===== src/rtl/frac_div_pkg.sv =====
package frac_div_pkg;

    // State of the self-clearing update request
    typedef enum logic {
        TRIG_IDLE = 1'b0,
        TRIG_WAIT = 1'b1
    } trig_state_e;

    // Accumulator width able to hold (scaled divisor - 1) + one step
    function automatic int unsigned acc_width(int unsigned div_w, int unsigned frac_w);
        return ((div_w > frac_w) ? div_w : frac_w) + 2;
    endfunction

    // Selector width for a given number of sources (at least one bit)
    function automatic int unsigned sel_width(int unsigned n_src);
        return (n_src > 1) ? $clog2(n_src) : 1;
    endfunction

endpackage


===== src/rtl/frac_div_cfg.sv =====
module frac_div_cfg
    import frac_div_pkg::*;
#(
    parameter int unsigned DIV_W   = 8,
    parameter int unsigned SEL_W   = 2,
    parameter int unsigned RST_DIV = 0,
    parameter int unsigned RST_SEL = 0
) (
    input  logic             clk,
    input  logic             rst,
    input  logic             div_wr_i,
    input  logic [DIV_W-1:0] div_wdata_i,
    input  logic             sel_wr_i,
    input  logic [SEL_W-1:0] sel_wdata_i,
    input  logic             trig_set_i,
    input  logic             boundary_i,
    output logic [DIV_W-1:0] act_div_o,
    output logic [SEL_W-1:0] act_sel_o,
    output logic             busy_o,
    output logic             commit_o
);

    trig_state_e      state_q;
    logic [DIV_W-1:0] stg_div_q;
    logic [SEL_W-1:0] stg_sel_q;

    assign commit_o = (state_q == TRIG_WAIT) && boundary_i;
    assign busy_o   = (state_q == TRIG_WAIT);

    // Staging registers: always writable, never observed by the datapath
    always_ff @(posedge clk) begin
        if (rst) begin
            stg_div_q <= DIV_W'(RST_DIV);
            stg_sel_q <= SEL_W'(RST_SEL);
        end else begin
            if (div_wr_i) stg_div_q <= div_wdata_i;
            if (sel_wr_i) stg_sel_q <= sel_wdata_i;
        end
    end

    // Working registers and trigger state
    always_ff @(posedge clk) begin
        if (rst) begin
            act_div_o <= DIV_W'(RST_DIV);
            act_sel_o <= SEL_W'(RST_SEL);
            state_q   <= TRIG_IDLE;
        end else if (commit_o) begin
            act_div_o <= stg_div_q;
            act_sel_o <= stg_sel_q;
            state_q   <= TRIG_IDLE;
        end else if (trig_set_i) begin
            state_q   <= TRIG_WAIT;
        end
    end

endmodule


===== src/rtl/frac_div_src_pick.sv =====
module frac_div_src_pick #(
    parameter int unsigned NUM_SRC = 3,
    parameter int unsigned SEL_W   = 2
) (
    input  logic [NUM_SRC-1:0] src_en_i,
    input  logic [SEL_W-1:0]   sel_i,
    output logic               en_o,
    output logic               valid_o
);

    logic [NUM_SRC-1:0] hit;

    for (genvar g = 0; g < NUM_SRC; g++) begin : g_src
        assign hit[g] = (sel_i == SEL_W'(g));
    end

    assign valid_o = |hit;
    assign en_o    = |(hit & src_en_i);

endmodule


===== src/rtl/frac_div_accum.sv =====
module frac_div_accum #(
    parameter int unsigned DIV_W  = 8,
    parameter int unsigned FRAC_W = 3,
    parameter int unsigned ACC_W  = 10
) (
    input  logic             clk,
    input  logic             rst,
    input  logic             en_i,
    input  logic             restart_i,
    input  logic [DIV_W-1:0] div_i,
    output logic             wrap_o,
    output logic             pulse_o,
    output logic [ACC_W-1:0] acc_o,
    output logic [ACC_W-1:0] div_scaled_o
);

    localparam logic [ACC_W-1:0] STEP = ACC_W'(1) << FRAC_W;

    logic [ACC_W-1:0] acc_q;
    logic [ACC_W-1:0] sum;

    assign div_scaled_o = ACC_W'(div_i) + STEP;
    assign sum          = acc_q + STEP;
    assign wrap_o       = en_i && (sum >= div_scaled_o);
    assign acc_o        = acc_q;

    always_ff @(posedge clk) begin
        if (rst) begin
            acc_q   <= '0;
            pulse_o <= 1'b0;
        end else begin
            pulse_o <= wrap_o;
            if (restart_i)   acc_q <= '0;
            else if (wrap_o) acc_q <= sum - div_scaled_o;
            else if (en_i)   acc_q <= sum;
        end
    end

endmodule


===== src/rtl/frac_clk_divider.sv =====
module frac_clk_divider
    import frac_div_pkg::*;
#(
    parameter int unsigned NUM_SRC = 3,
    parameter int unsigned DIV_W   = 8,
    parameter int unsigned FRAC_W  = 3,
    parameter int unsigned RST_DIV = 0,
    parameter int unsigned RST_SEL = 0,
    localparam int unsigned SEL_W  = sel_width(NUM_SRC)
) (
    input  logic               clk,
    input  logic               rst,
    input  logic [NUM_SRC-1:0] src_en_i,
    input  logic               div_wr_i,
    input  logic [DIV_W-1:0]   div_wdata_i,
    input  logic               sel_wr_i,
    input  logic [SEL_W-1:0]   sel_wdata_i,
    input  logic               trig_set_i,
    output logic               trig_busy_o,
    output logic               div_pulse_o
);

    localparam int unsigned ACC_W = acc_width(DIV_W, FRAC_W);

    logic [DIV_W-1:0] act_div;
    logic [SEL_W-1:0] act_sel;
    logic             en_sel;
    logic             sel_valid;
    logic             wrap;
    logic             commit;
    logic [ACC_W-1:0] acc_q;
    logic [ACC_W-1:0] div_scaled;

    frac_div_cfg #(
        .DIV_W(DIV_W), .SEL_W(SEL_W), .RST_DIV(RST_DIV), .RST_SEL(RST_SEL)
    ) i_cfg (
        .clk        (clk),
        .rst        (rst),
        .div_wr_i   (div_wr_i),
        .div_wdata_i(div_wdata_i),
        .sel_wr_i   (sel_wr_i),
        .sel_wdata_i(sel_wdata_i),
        .trig_set_i (trig_set_i),
        .boundary_i (wrap || !sel_valid),
        .act_div_o  (act_div),
        .act_sel_o  (act_sel),
        .busy_o     (trig_busy_o),
        .commit_o   (commit)
    );

    frac_div_src_pick #(
        .NUM_SRC(NUM_SRC), .SEL_W(SEL_W)
    ) i_pick (
        .src_en_i(src_en_i),
        .sel_i   (act_sel),
        .en_o    (en_sel),
        .valid_o (sel_valid)
    );

    frac_div_accum #(
        .DIV_W(DIV_W), .FRAC_W(FRAC_W), .ACC_W(ACC_W)
    ) i_accum (
        .clk         (clk),
        .rst         (rst),
        .en_i        (en_sel),
        .restart_i   (commit),
        .div_i       (act_div),
        .wrap_o      (wrap),
        .pulse_o     (div_pulse_o),
        .acc_o       (acc_q),
        .div_scaled_o(div_scaled)
    );

endmodule


===== config.mk =====
export PLATFORM = sky130hd
export DESIGN_NAME = frac_clk_divider
export DESIGN_NICKNAME = d
export VERILOG_FILES = /design/src/rtl/frac_div_pkg.sv /design/src/rtl/frac_div_cfg.sv /design/src/rtl/frac_div_src_pick.sv /design/src/rtl/frac_div_accum.sv /design/src/rtl/frac_clk_divider.sv
export SDC_FILE = /design/constraint.sdc
export NUM_CORES = 1
export LEC_CHECK = 0
export BUFFER_PORTS_ARGS = -buffer_cell sky130_fd_sc_hd__buf_2
export CORE_AREA = 4 4 66 68
export CTS_CLUSTER_SIZE = 30
export DETAILED_ROUTE_END_ITERATION = 16
export DIE_AREA = 0 0 70 72
export PLACE_DENSITY = 0.8
export SLEW_MARGIN = 25
export SYNTH_ARGS = -nofsm -noshare
export SYNTH_HDL_FRONTEND = slang
export SYNTH_SLANG_ARGS = --single-unit

===== constraint.sdc =====
create_clock -name clk -period 3.9 [get_ports clk]
set_input_delay 0.39 -clock clk [delete_from_list [all_inputs] [get_ports clk]]
set_output_delay 0.39 -clock clk [all_outputs]
set_load 0.02 [all_outputs]

### After elaboration in Yosys (flattened, before gate mapping)

Index checks and enable logic that the tools add are counted.

* add/sub/neg operators: 3
* magnitude comparators: 1
* equality and inequality tests: 2
* multiplexer cells: 2
* bitwise gates (word level): 1
* reduce and logical (&&, ||, !) cells: 9

Operators with widths (number)
* 10-bit two-way mux: 2
* 10-bit by 4-bit adder with 10-bit output (second input constant): 1
* 10-bit greater-or-equal comparator: 1
* 10-bit subtractor: 1
* 8-bit by 4-bit adder with 9-bit output (second input constant): 1
* 3-bit OR reduction: 2
* 3-bit bitwise AND: 1
* 2-bit by 1-bit equality test with 1-bit output (second input constant): 1
* 2-bit equality test (second input constant): 1
* 1-bit logical AND: 2
* 2-bit logical NOT: 1
* 2-bit nonzero test: 1
* 2-bit OR reduction: 1
* 1-bit logical NOT: 1
* 1-bit logical OR: 1

* flip-flop bits (word level): 32
* input port bits: 18
* output and inout port bits: 2
* word-level logic and storage cells: 25

### Logic depth before layout (Yosys ltp)

* word-level depth: 7
* mapped depth: 11
* gate-level depth less buffers: 10

### Hierarchy

A second synthesis with hierarchy kept.

* cells, all modules: 240
* area total of the unflattened synthesis: 2124.5 sq um

Modules (own cells, without submodules)
* frac_div_accum: instances 1, cells an instance 154, area an instance 1223.7 sq um, sequential area each 220.2 sq um
* frac_div_cfg: instances 1, cells an instance 81, area an instance 868.3 sq um, sequential area each 420.4 sq um
* frac_div_src_pick: instances 1, cells an instance 4, area an instance 26.3 sq um, sequential area each 0.0 sq um
* frac_clk_divider: instances 1, cells an instance 1, area an instance 6.3 sq um, sequential area each 0.0 sq um

### Worst setup path after synthesis

Ideal clock, no wire load.

* path type: register -> register
* from: register i_accum.acc_q[3] (netlist: i_accum.acc_o[3])
* to: register i_cfg.act_div_o[1]
* data arrival time: 2.509 ns
* required time: 3.772 ns
* slack: 1.264 ns
* cell stages (with the launch flop): 12
* cells stage by stage: dfxtp_1 ha_1 nand3_1 xnor2_1 ha_1 nand2_1 o21ai_0 o21ai_2 a311oi_2 buf_6 mux2i_1 nor2_1

* cells in the longest elaborated chain, start to end: 5

Ends and longest elaborated chain
* start: declaration: line frac_div_accum.sv:19 `logic [ACC_W-1:0] acc_q;`
* start signal: assignment: line frac_div_accum.sv:34 `else if (wrap_o) acc_q <= sum - div_scaled_o;`
* start signal: assignment: line frac_div_accum.sv:35 `else if (en_i) acc_q <= sum;`
* 10-bit by 4-bit adder with 10-bit output: line frac_div_accum.sv:23 `assign sum = acc_q + STEP;`
* 10-bit greater-or-equal comparator: line frac_div_accum.sv:24 `assign wrap_o = en_i && (sum >= div_scaled_o);`
* 1-bit logical AND: line frac_div_accum.sv:24
* 1-bit logical OR: line frac_clk_divider.sv:44 `.boundary_i (wrap || !sel_valid),`
* 1-bit logical AND: line frac_div_cfg.sv:27 `assign commit_o = (state_q == TRIG_WAIT) && boundary_i;`
* end signal: assignment: line frac_div_cfg.sv:44 `act_div_o <= DIV_W'(RST_DIV);`
* end signal: assignment: line frac_div_cfg.sv:48 `act_div_o <= stg_div_q;`
* end: declaration: line frac_div_cfg.sv:17 `output logic [DIV_W-1:0] act_div_o,`

Every way passes these cells.
A chain may end at the register's enable or synchronous reset.

### Worst setup path in the final report

* from: register i_accum.acc_q[3] (netlist: i_accum.acc_o[3])
* to: register i_cfg.state_q (netlist: i_cfg.busy_o)

* cells in the longest elaborated chain, start to end: 6

Ends and longest elaborated chain
* 10-bit by 4-bit adder with 10-bit output: line frac_div_accum.sv:23
* 10-bit greater-or-equal comparator: line frac_div_accum.sv:24
* 1-bit logical AND: line frac_div_accum.sv:24
* 1-bit logical OR: line frac_clk_divider.sv:44
* 1-bit logical AND: line frac_div_cfg.sv:27
* 2-bit OR reduction (no line)
* end signal: assignment: line frac_div_cfg.sv:46 `state_q <= TRIG_IDLE;`
* end signal: assignment: line frac_div_cfg.sv:50 `state_q <= TRIG_IDLE;`
* end signal: assignment: line frac_div_cfg.sv:52 `state_q <= TRIG_WAIT;`
* end: declaration: line frac_div_cfg.sv:23 `trig_state_e state_q;`

Every way passes these cells.

==> summary.txt <==
Global routing
  – Total gr overflow: 0
  – Pin count of the biggest net entering global routing: 24
  – Vias in the first global route: 1555
  – Gr usage total: 16.6%
  – Global-route wire length before repair: 6.77 mm
  – Initial antenna violation count: 0

Clock network
  – CTS resizes: 0
  – CTS buffer count: 5
  – Clock Tree Buf Depth: 2
  – Clk slew on worst S/H paths: 0.06 ns
  – H-tree levels: 2
  – CTS tree: yes
  – CTS Root Cell: clkbuf_8
  – CTS Hold Bufs: 0
  – Worst-Skew Late Latency: 0.29 ns
  – Clock net sink count: 32
  – Setup bufs post-CTS: 0

Drt
  – DR WL/cell: 13.8 um
  – Via count of the routed design: 1620
  – Remaining antenna violation count: 0
  – Post-Route WL: 3.94 mm
  – Vias per Instance: 5.68
  – First DRT Iteration DRCs: 140
  – Initial DRT Pass Iterations: 4
  – DRC Markers: 0

Synthesis
  – Cell Area, Synth: 1890 um^2
  – Syn. warnings: 0
  – Post-Syn Area per Cell: 8.94 um^2
  – Synthesized flop and latch total: 32
  – Synth top area share: 33.8%
  – Main synth FF type: dfxtp_1
  – Netlist cell types: 41
  – Seq/Total Area, Yosys: 33.8%
  – Asr flop ratio synth: 0%
  – Post-synth EDFFs: 0
  – Post-synth net total: 242
  – Largest area contributor in the netlist: dfxtp_1
  – Largest cells by area after synthesis: dfxtp_1 (34%), mux2i_1 (12%), ha_1 (7.3%), nor2_1 (6.5%), xnor2_1 (2.8%)
  – Gate Count Post-Synth: 212

Timing
  – Slew headroom: 50.4%
  – Worst setup margin: 0.752 ns
  – Setup TNS: 0 ns
  – Final setup viols: 0
  – Final Hold Vio Count: 0
  – RSZ-0062 raised after global routing: false
  – Tmin final: 3.15 ns
  – Actual slew at the worst max-slew pin: 0.744 ns
  – Final period util: 80.7%
  – Final Skew: 0.00375 ns
  – Slew Limit Fails: 0
  – Max Freq: 0.318 GHz

Hold path
  – Hold Path Class: primary input to flip-flop

Layout
  – Area growth, synth to finish: 11.8%
  – Layout cells sized above 1: 16.6%
  – Final cell count without fillers: 285
  – Antenna diodes: 0
  – Post-layout net count: 264

Placement
  – Cell count after placement: 277
  – Post-DP HPWL: 2.99 mm
  – Dpl ws: 0.804 ns
  – Final GP Congestion: 0.856
  – IO Port Bufs: 19

Die
  – Initial Util: 49.1%
  – Row Count: 23
  – Die height: 72 um
  – Core Region: 3860 um^2
  – Die W: 70 um
  – Die ar.: 5040 um^2
  – I/O pin count: 20

Critical path
  – Critical Path Source Type: flip-flop
  – Setup Crit Path Kind: flip-flop to flip-flop
  – Crit-path max FO: 12
  – WP data arrival: 3.31 ns
  – Req. time, crit path: 4.06 ns
  – Crit end category: flip-flop

Power and ir drop
  – Pwr Density: 890 nW/um^2
  – Max VDD drop: 0.503 mV
  – Lkg Pwr: 0.858 nW

Job
  – Max-Cap Viols: 0

Run status
  – Outcome: finished, final reports clean
## registers in the layout, summed over array words and instances (netlist names)
| signal | cells |
|---|---|
| i_cfg.stg_div_q | 8 |
| i_accum.pulse_o | 1 |
| i_cfg.act_div_o | 8 |
| i_accum.acc_o | 10 |
| i_cfg.stg_sel_q | 2 |
| i_cfg.busy_o | 1 |
| i_cfg.act_sel_o | 2 |
## placed cells by master, fill, tap and decap left out, drive strengths merged, types with 7 or more instances in the layout
| master | Yosys | routed |
|---|---|---|
| buf | 2 | 20 |
| nand3 | 9 | 9 |
| ha | 11 | 11 |
| nor2 | 33 | 33 |
| inv | 11 | 11 |
| mux2i | 23 | 23 |
| o21ai | 10 | 10 |
| nand2 | 7 | 7 |
| dfxtp | 32 | 32 |
| a21oi | 9 | 9 |
## final timing paths
path | endpoint | slack (ns) | from | depth (start not counted)
setup / recovery | i_cfg.busy_o$_SDFFE_PP0P_ | 0.75 | i_accum.acc_o[3]$_SDFFE_PP0P_ | 11
hold / removal | i_cfg.busy_o$_SDFFE_PP0P_ | 0.31 | trig_set_i | 3
setup reg to reg | i_cfg.busy_o$_SDFFE_PP0P_ | 0.75 | i_accum.acc_o[3]$_SDFFE_PP0P_ | 11
hold reg to reg | i_cfg.busy_o$_SDFFE_PP0P_ | 0.50 | i_cfg.busy_o$_SDFFE_PP0P_ | 2
## routing by layer
metal  vias up  share of wire [%]  track usage (%)
met5         -                  0                0
met4         0                1.1             5.74
met3         7                5.7             4.43
met2        54                 47             27.7
met1       742                 46             20.8
li1        817                  -                -
## worst max-delay path, cell delays in order, from the launching register on
cell	delay (ns)
dfxtp_1	0.39
ha_1	0.28
nand3_1	0.15
xnor2_1	0.16
ha_1	0.38
nand2_1	0.11
o21ai_0	0.33
o21ai_2	0.17
a311oi_2	0.28
buf_4	0.26
or2_1	0.42
nor2_1	0.09
## synthesized netlist by cell type (all sizes together) (3+ instances only)
library cell / number
or4: 3
nand2: 7
clkbuf: 3
nor3: 4
ha: 11
and3: 4
a211oi: 6
xor2: 3
nand3: 9
nand4: 4
o21a: 5
xnor2: 6
o2111ai: 3
dfxtp: 32
inv: 11
o21ai: 10
or3: 3
a21oi: 9
mux2i: 23
a31oi: 6
nor2: 33
## logic make-up (layout without fill, tap and decap cells)
kind of cell | count (synthesis) | after routing | share of synthesized area, %
multiplexers | 23 | 23 | 12.2
AND/OR/NAND/NOR | 74 | 74 | 19.7
XOR/XNOR | 9 | 9 | 4.16
AO/OA/AOI/OAI | 46 | 46 | 17.8
flip-flops | 32 | 32 | 33.8
adder cells (fa/ha/maj) | 12 | 12 | 8.32
buffers and inverters | 16 | 39 | 3.96
## through the flow
step                utilization [%]  total power, mW  hold WS [ns]  cell area [um^2]
finish                         54.9             1.89         0.312              2120
global route                   54.9             2.05         0.339              2120
CTS                            54.9             1.87         0.314              2120
detailed placement             52.5             1.60         0.487              2030
global placement               52.5             1.58         0.474              2030
floorplan                         -             1.38         0.460              1890
## power breakdown
| group | total [mW] | internal, mW | leakage, nW | switching (mW) |
|---|---|---|---|---|
| Combinational | 1.16 | 0.468 | 0.545 | 0.697 |
| Sequential | 0.456 | 0.393 | 0.262 | 0.0624 |
| Clock | 0.266 | 0.141 | 0.0510 | 0.125 |
| Total | 1.89 | 1.00 | 0.858 | 0.885 |
## layout make-up
type,instances,area (um^2)
Inverter,11,41.3
Clock buffer,6,82.6
Fill cell,350,1740
Sequential cell,32,641
Clock inverter,2,10.0
Tap cell,50,62.6
Timing Repair Buffer,20,103
Multi-Input combinational cell,164,1180
Power figures use the tool's default switching activity.
